### src/rtl/disc_motor_pkg.sv
package disc_motor_pkg;

    typedef enum logic [1:0] {
        MD_IDLE  = 2'd0,
        MD_START = 2'd1,
        MD_RUN   = 2'd2,
        MD_STOP  = 2'd3
    } motor_mode_e;

    typedef struct packed {
        logic start;
        logic stop;
    } ss_evt_t;

    function automatic logic is_override(input motor_mode_e m);
        return (m == MD_START) || (m == MD_STOP);
    endfunction

endpackage

### src/rtl/pwm_timebase.sv
module pwm_timebase #(
    parameter int CNT_W = 7
) (
    input  logic             clk,
    input  logic             rst,
    output logic [CNT_W-1:0] cnt,
    output logic             wrap
);
    always_ff @(posedge clk) begin
        if (rst) cnt <= '0;
        else     cnt <= cnt + 1'b1;
    end

    assign wrap = &cnt;
endmodule

### src/rtl/ss_sense.sv
module ss_sense
    import disc_motor_pkg::*;
(
    input  logic    clk,
    input  logic    rst,
    input  logic    word_clk,
    input  logic    ss_line,
    output ss_evt_t evt
);
    logic wc_q;
    logic line_q;
    logic sample;

    assign sample = word_clk & ~wc_q;

    always_ff @(posedge clk) begin
        if (rst) begin
            wc_q   <= 1'b0;
            line_q <= 1'b0;
        end else begin
            wc_q <= word_clk;
            if (sample) line_q <= ss_line;
        end
    end

    always_comb begin
        evt.start = sample &  ss_line & ~line_q;
        evt.stop  = sample & ~ss_line &  line_q;
    end
endmodule

### src/rtl/ovr_seq.sv
module ovr_seq
    import disc_motor_pkg::*;
#(
    parameter int OVR_PERIODS = 17640
) (
    input  logic        clk,
    input  logic        rst,
    input  ss_evt_t     evt,
    input  logic        wrap,
    output motor_mode_e mode
);
    localparam int OVR_W = (OVR_PERIODS > 1) ? $clog2(OVR_PERIODS) : 1;
    localparam logic [OVR_W-1:0] LAST = OVR_W'(OVR_PERIODS - 1);

    logic [OVR_W-1:0] ovr_cnt;

    always_ff @(posedge clk) begin
        if (rst) begin
            mode    <= MD_IDLE;
            ovr_cnt <= '0;
        end else if (evt.start) begin
            mode    <= MD_START;
            ovr_cnt <= '0;
        end else if (evt.stop) begin
            mode    <= MD_STOP;
            ovr_cnt <= '0;
        end else if (wrap && is_override(mode)) begin
            if (ovr_cnt == LAST) begin
                mode    <= (mode == MD_START) ? MD_RUN : MD_IDLE;
                ovr_cnt <= '0;
            end else begin
                ovr_cnt <= ovr_cnt + 1'b1;
            end
        end
    end
endmodule

### src/rtl/pwm_drive.sv
module pwm_drive
    import disc_motor_pkg::*;
#(
    parameter int DUTY_W = 6,
    parameter int CODE_W = 7
) (
    input  logic              clk,
    input  logic              rst,
    input  motor_mode_e       mode,
    input  logic              wrap,
    input  logic [DUTY_W:0]   cnt,
    input  logic [CODE_W-1:0] speed_code,
    output logic [DUTY_W-1:0] duty_q,
    output logic              pwm_pull
);
    localparam int                MAX_I  = (1 << DUTY_W) - 1;
    localparam logic [DUTY_W-1:0] D_MAX  = DUTY_W'(MAX_I);
    localparam logic [DUTY_W-1:0] D_MIN  = DUTY_W'(1);
    localparam logic [DUTY_W-1:0] D_HALF = DUTY_W'(1 << (DUTY_W - 1));
    localparam logic [CODE_W-1:0] C_MAX  = CODE_W'(MAX_I);

    logic [DUTY_W-1:0] run_duty;
    logic [DUTY_W-1:0] next_duty;

    always_comb begin
        if (speed_code == '0)        run_duty = D_MIN;
        else if (speed_code > C_MAX) run_duty = D_MAX;
        else                         run_duty = speed_code[DUTY_W-1:0];
    end

    always_comb begin
        unique case (mode)
            MD_START: next_duty = D_MAX;
            MD_STOP:  next_duty = D_MIN;
            MD_RUN:   next_duty = run_duty;
            default:  next_duty = D_HALF;
        endcase
    end

    always_ff @(posedge clk) begin
        if (rst)       duty_q <= D_HALF;
        else if (wrap) duty_q <= next_duty;
    end

    assign pwm_pull = (cnt < {duty_q, 1'b0});
endmodule

### src/rtl/disc_motor_pwm.sv
module disc_motor_pwm
    import disc_motor_pkg::*;
#(
    parameter int DUTY_W      = 6,
    parameter int CODE_W      = 7,
    parameter int OVR_PERIODS = 17640
) (
    input  logic              clk,
    input  logic              rst,
    input  logic [CODE_W-1:0] speed_code,
    input  logic              word_clk,
    input  logic              ss_line,
    output logic              pwm_pull
);
    localparam int CNT_W = DUTY_W + 1;

    logic [CNT_W-1:0]  cnt;
    logic              wrap;
    ss_evt_t           evt;
    motor_mode_e       mode;
    logic [DUTY_W-1:0] duty_q;

    pwm_timebase #(.CNT_W(CNT_W)) u_tb (
        .clk  (clk),
        .rst  (rst),
        .cnt  (cnt),
        .wrap (wrap)
    );

    ss_sense u_ss (
        .clk      (clk),
        .rst      (rst),
        .word_clk (word_clk),
        .ss_line  (ss_line),
        .evt      (evt)
    );

    ovr_seq #(.OVR_PERIODS(OVR_PERIODS)) u_seq (
        .clk  (clk),
        .rst  (rst),
        .evt  (evt),
        .wrap (wrap),
        .mode (mode)
    );

    pwm_drive #(.DUTY_W(DUTY_W), .CODE_W(CODE_W)) u_drv (
        .clk        (clk),
        .rst        (rst),
        .mode       (mode),
        .wrap       (wrap),
        .cnt        (cnt),
        .speed_code (speed_code),
        .duty_q     (duty_q),
        .pwm_pull   (pwm_pull)
    );
endmodule

### config.mk
export PLATFORM = sky130hd
export DESIGN_NAME = disc_motor_pwm
export DESIGN_NICKNAME = d
export VERILOG_FILES = /design/src/rtl/disc_motor_pkg.sv /design/src/rtl/pwm_timebase.sv /design/src/rtl/ss_sense.sv /design/src/rtl/ovr_seq.sv /design/src/rtl/pwm_drive.sv /design/src/rtl/disc_motor_pwm.sv
export SDC_FILE = /design/constraint.sdc
export NUM_CORES = 1
export LEC_CHECK = 0
export ABC_CLOCK_PERIOD_IN_PS = 2500
export BUFFER_PORTS_ARGS = -buffer_cell sky130_fd_sc_hd__buf_2
export CAP_MARGIN = 10
export CORE_MARGIN = 3
export CORE_UTILIZATION = 35
export CTS_CLUSTER_SIZE = 8
export DETAILED_ROUTE_END_ITERATION = 8
export GPL_ROUTABILITY_DRIVEN = 1
export PLACE_DENSITY = 0.61
export RECOVER_POWER = 100
export SYNTH_ARGS = -nofsm -noshare
export SYNTH_HDL_FRONTEND = slang
export SYNTH_SLANG_ARGS = --single-unit
### constraint.sdc
create_clock -name clk -period 2.5 [get_ports clk]
set_input_delay 0.375 -clock clk [delete_from_list [all_inputs] [get_ports clk]]
set_output_delay 0.375 -clock clk [all_outputs]
set_load 0.01 [all_outputs]
* Yosys cells after proc, flatten, opt, wreduce, memory -nomap -nowiden *
Index checks and enable logic that the tools add are counted.

cells by class
  multiplexer cells = 9
  add/subtract/negate cells = 2
  eq/ne operators = 4
  bitwise gates (word level) = 8
  reduce and logical (&&, ||, !) cells = 12
  order comparisons = 2

operators with widths
  cell                                                                  count
  6-bit one-hot mux with 3 select lines                                 1
  15-bit by 1-bit adder with 15-bit output, second input constant       1
  15-bit == test, second input constant                                 1
  15-bit two-way mux                                                    1
  6-bit two-way mux                                                     2
  2-bit two-way mux                                                     4
  7-bit by 1-bit adder with 7-bit output, second input constant         1
  7-bit by 6-bit > comparator with 1-bit output, second input constant  1
  7-bit logical NOT                                                     1
  7-bit less-than comparator                                            1
  7-bit AND reduction                                                   1
  3-bit nonzero test                                                    2
  1-bit AND                                                             5
  2-bit == test, second input constant                                  2
  2-bit AND reduction                                                   2
  2-bit nonzero test                                                    2
  1-bit inverter                                                        3
  3-bit OR reduction                                                    1
  2-bit by 1-bit == test with 1-bit output, second input constant       1
  2-bit OR reduction                                                    1
  1-bit logical AND                                                     1
  1-bit logical OR                                                      1
  1-bit two-way mux                                                     1

word-level totals
  word-level logic and storage cells = 44
  output and inout port bits = 1
  flip-flop bits (word level) = 32

* Logic depth before layout (Yosys ltp) *
  depth in word-level cells = 6
  depth in mapped cells = 8
  depth with buffers taken out = 6

* By module *
From an unflattened synthesis, not the netlist that was laid out.

second synthesis, totals
  cells, all modules = 180
  area, all modules = 1562.7 um^2

modules (own cells, without submodules)
  module        seq. area each (um^2)  area an instance (um^2)  cells each  instances
  ovr_seq       340.3                  794.5                    93          1
  pwm_drive     120.1                  402.9                    50          1
  pwm_timebase  140.1                  265.3                    28          1
  ss_sense      40.0                   100.1                    9           1

* Worst setup path before layout *
No wires, ideal clock.

  kind = reg2reg
  start = register u_tb.cnt[0]
  end = register u_seq.mode[1]
  arrival time = 1506 ps
  path buffers = 1
  path slack = 862 ps
  setup time = 132 ps
  stages on the path, launching flop included = 8
  period minus slack after synthesis = 1638 ps
  cells stage by stage = dfxtp_1 ha_1 and3_1 buf_2 and2_0 and4b_1 o31ai_1 a21oi_1

on the way
  word-level cells in the longest chain between the ends = 4

ends and longest elaborated chain
  what                                  RTL line            source
  start, declared                       pwm_timebase.sv:6   output logic [CNT_W-1:0] cnt,
  start signal, assigned                pwm_timebase.sv:11  else cnt <= cnt + 1'b1;
  7-bit AND reduction                   pwm_timebase.sv:14  assign wrap = &cnt;
  1-bit logical AND                     ovr_seq.sv:27       end else if (wrap && is_override(mode)) begin
  2-bit nonzero test (no source line)   -
  2-bit AND reduction (no source line)  -
  end signal, assigned                  ovr_seq.sv:29       mode <= (mode == MD_START) ? MD_RUN : MD_IDLE;
  end, declared                         ovr_seq.sv:10       output motor_mode_e mode

Every way passes these cells.
A chain may end at the register's enable or synchronous reset.

* Final worst setup path *
  start = register u_drv.duty_q[1]
  end = output pwm_pull

on the way
  word-level cells in the longest chain between the ends = 1

ends and longest elaborated chain
  what                        RTL line              source
  start, declared             pwm_drive.sv:13       output logic [DUTY_W-1:0] duty_q,
  start signal, assigned      pwm_drive.sv:42       else if (wrap) duty_q <= next_duty;
  7-bit less-than comparator  pwm_drive.sv:45       assign pwm_pull = (cnt < {duty_q, 1'b0});
  end, declared               disc_motor_pwm.sv:13  output logic pwm_pull

Every way passes these cells.

==> results.py <==
metrics = {
    "timing": {
        "finalClockSkew_ps": 3.55,
        "fin_crit_ps": 2020,
        "period_share_pct": 80.7,
        "tightest_slew_ps": 768,
        "max_slew_margin_pct": 48.8,
        "rsz0062_at_grt": "no",
        "tns_ps": 0,
        "whs_ps": 325,
        "setup_violations": 0,
        "max_freq_mhz": 496,
        "finalMaxSlewViolations": 0,
        "hold_violations": 0,
    },
    "pwr": {
        "p_clk_share_pct": 41.0,
        "ir_worst_vdd_mv": 0.327,
        "power_frac_seq_pct": 54.0,
        "leakage_nw": 0.611,
        "swShare_pct": 21.6,
        "p_per_area_mw_per_mm2": 556,
        "power_frac_comb_pct": 5.1,
        "switchingPower_mw": 0.211,
        "power.internal_mw": 0.763,
    },
    "floorplan": {
        "dieArea_mm2": 0.00538,
        "initial_core_util_pct": 37.8,
        "core_mm2": 0.00420,
        "pin_count": 12,
        "num_rows": 23,
        "die_w_um": 73.4,
        "fp.dieH_um": 73.4,
    },
    "placed_design": {
        "dp_hpwl_um": 2080,
        "routabilityCongestion": 0.696,
        "port-buffer-count": 11,
        "dp.cells": 237,
        "placed_area_mm2": 0.00168,
    },
    "yosys": {
        "synth_cell_types": 41,
        "ys_async_sr_fraction_pct": 0,
        "synth_edf_count": 0,
        "syn_nets": 200,
        "netlist_instances": 182,
        "synth.cell_area_mm2": 0.00159,
        "synth-seq-cells": 32,
        "ys_seq_area_share_pct": 40.3,
        "synth_flop_cell": "dfxtp_1",
        "yosys_warnings": 0,
        "syn_area_per_cell_um2": 8.73,
    },
    "clock_network": {
        "htreeDepth": 2,
        "hold_buffers": 0,
        "cts_setup_buffers": 0,
        "clk_pin_slew_worst_paths_ps": 60,
        "cts_buffers": 5,
        "clockBufferDepth": 2,
        "clk_latency_ps": 270,
        "cts_sinks": 32,
        "cts-root-buf": "clkbuf_8",
        "cts_resized": 0,
        "cts_tree": "built",
    },
    "worst_setup_path": {
        "cp_max_fo": 2,
        "max_stage_delay_ps": 340,
        "crit_path_start_kind": "flop",
        "r2r_start": "u_seq.ovr_cnt[7]",
        "path_delay_family": "compound AO/OA/AOI/OAI gates",
        "cp_slowest_cell": "dfxtp_1",
        "end_kind": "output port",
        "cp_data_required_time_ps": 2120,
        "critical_path_class": "reg2out",
        "cp_cell_sequence": "inv_1 > ha_1 > a21o_1 > a21o_1 > a21oi_1 > o21a_1 > clkbuf_1",
        "path_buf_inv": 2,
        "arrival_ps": 1640,
        "path_common_cell": "a21o_1",
        "setup.worst_path.start": "u_drv.duty_q[1]",
    },
    "final_layout": {
        "diodes": 0,
        "finalNetCount": 212,
        "n_fill_cell": 426,
        "drive_above_1_share_pct": 10.3,
        "fin_area_mm2": 0.00175,
        "finalNonFillerCells": 245,
        "area_growth_pct": 10.2,
    },
    "min_path": {
        "min_from": "word_clk",
        "min_path_type": "in2reg",
    },
    "grt": {
        "grt_pass1_vias": 1158,
        "grt_pass1_wl_um": 5220,
        "grt_max_degree": 19,
        "overflow": 0,
        "antenna_found_initial": 0,
        "grt_usage_pct": 12.4,
    },
    "routing": {
        "drt_first_pass_iters": 4,
        "drtAntennaViolNets": 0,
        "vias": 1194,
        "routed_wl_um": 2840,
        "wl_per_cell_um": 11.6,
        "drtIter0Drc": 54,
        "drc": 0,
        "via_per_inst": 4.87,
    },
    "run_status": {
        "outcome": "finished clean",
    },
    "run": {
        "cap_violations": 0,
    },
}
==> cell usage after synthesis (4+ instances only) <==
cell | instances | area, um2
nor2_1 | 36 | 135
dfxtp_1 | 32 | 641
xnor2_1 | 17 | 149
inv_1 | 11 | 41.3
ha_1 | 7 | 87.6
nand2_1 | 7 | 26.3
nand3_1 | 6 | 30.0
a21oi_1 | 5 | 25.0
a311oi_1 | 4 | 35.0
and3_1 | 4 | 25.0
nor3_1 | 4 | 20.0
==> path summary, 6_finish.rpt <==
kind,to,slack [ps],cells after the start
worst max-delay path,pwm_pull,480,7
worst min-delay path,u_ss.wc_q,330,2
worst max register to register,u_seq.mode[1],500,5
worst min register to register,u_tb.cnt[0],450,1
==> placed cells by master, fill, tap and decap left out, types with 5 or more instances in the layout <==
cell type and n:
ha_1 7, inv_1 11, nand2_1 7, clkbuf_8 6, dfxtp_1 32, a21oi_1 5, xnor2_1 17, nor2_1 36
nand3_1 6, buf_2 9
==> sequential cells by signal, indices dropped and copies added, names as in the netlist <==
name and count:
u_seq.ovr_cnt 15, u_tb.cnt 7, u_ss.line_q 1, u_ss.wc_q 1
u_seq.mode 2, u_drv.duty_q 6
==> power by group through the flow <==
stage | clock network (mW) | registers (mW) | logic [mW]
after CTS | 0.412 | 0.525 | 0.0503
final | 0.399 | 0.525 | 0.0494
after floorplan | 0 | 0.534 | 0.0348
after global placement | 0 | 0.536 | 0.0498
after global routing | 0.430 | 0.526 | 0.0578
after detailed placement | 0 | 0.536 | 0.0500
==> layer usage <==
| layer | track usage (%) | up-vias | part of all wire [%] |
|---|---|---|---|
| li1 | - | 645 | - |
| met1 | 16.2 | 526 | 53 |
| met2 | 18.9 | 18 | 43 |
| met3 | 3.28 | 5 | 2.9 |
| met4 | 6.04 | 0 | 1.8 |
| met5 | 0 | - | 0 |
==> layout make-up <==
type                       instances  area (um2)  area share [%]
clock buffer                       8        90.1            5.15
inverter                          11        41.3            2.36
multi-input combinational        133         863            49.3
sequential                        32         641            36.6
timing repair buffer              11        52.6            3.00
tap                               50        62.6            3.57
==> cell families after synthesis <==
kind of cell / count (synthesis) / share of synthesized area (%)
DFF: 32 / 40.3
muxes: 2 / 1.26
AOI/OAI and AO/OA: 24 / 10.6
adders and majority gates: 7 / 5.51
and+or+nand+nor: 80 / 26.9
buffers and inverters: 17 / 4.41
xor gates and xnor gates: 20 / 11.0
==> per-stage QoR <==
| stage | power (mW) | util [%] | worst slack [ps] |
|---|---|---|---|
| after floorplan | 0.569 | - | 862 |
| after global placement | 0.586 | 39.9 | 744 |
| after detailed placement | 0.587 | 39.9 | 694 |
| after CTS | 0.987 | 42.1 | 482 |
| after global routing | 1.01 | 41.7 | 221 |
| final | 0.974 | 41.7 | 482 |
Power figures use the tool's default switching activity.
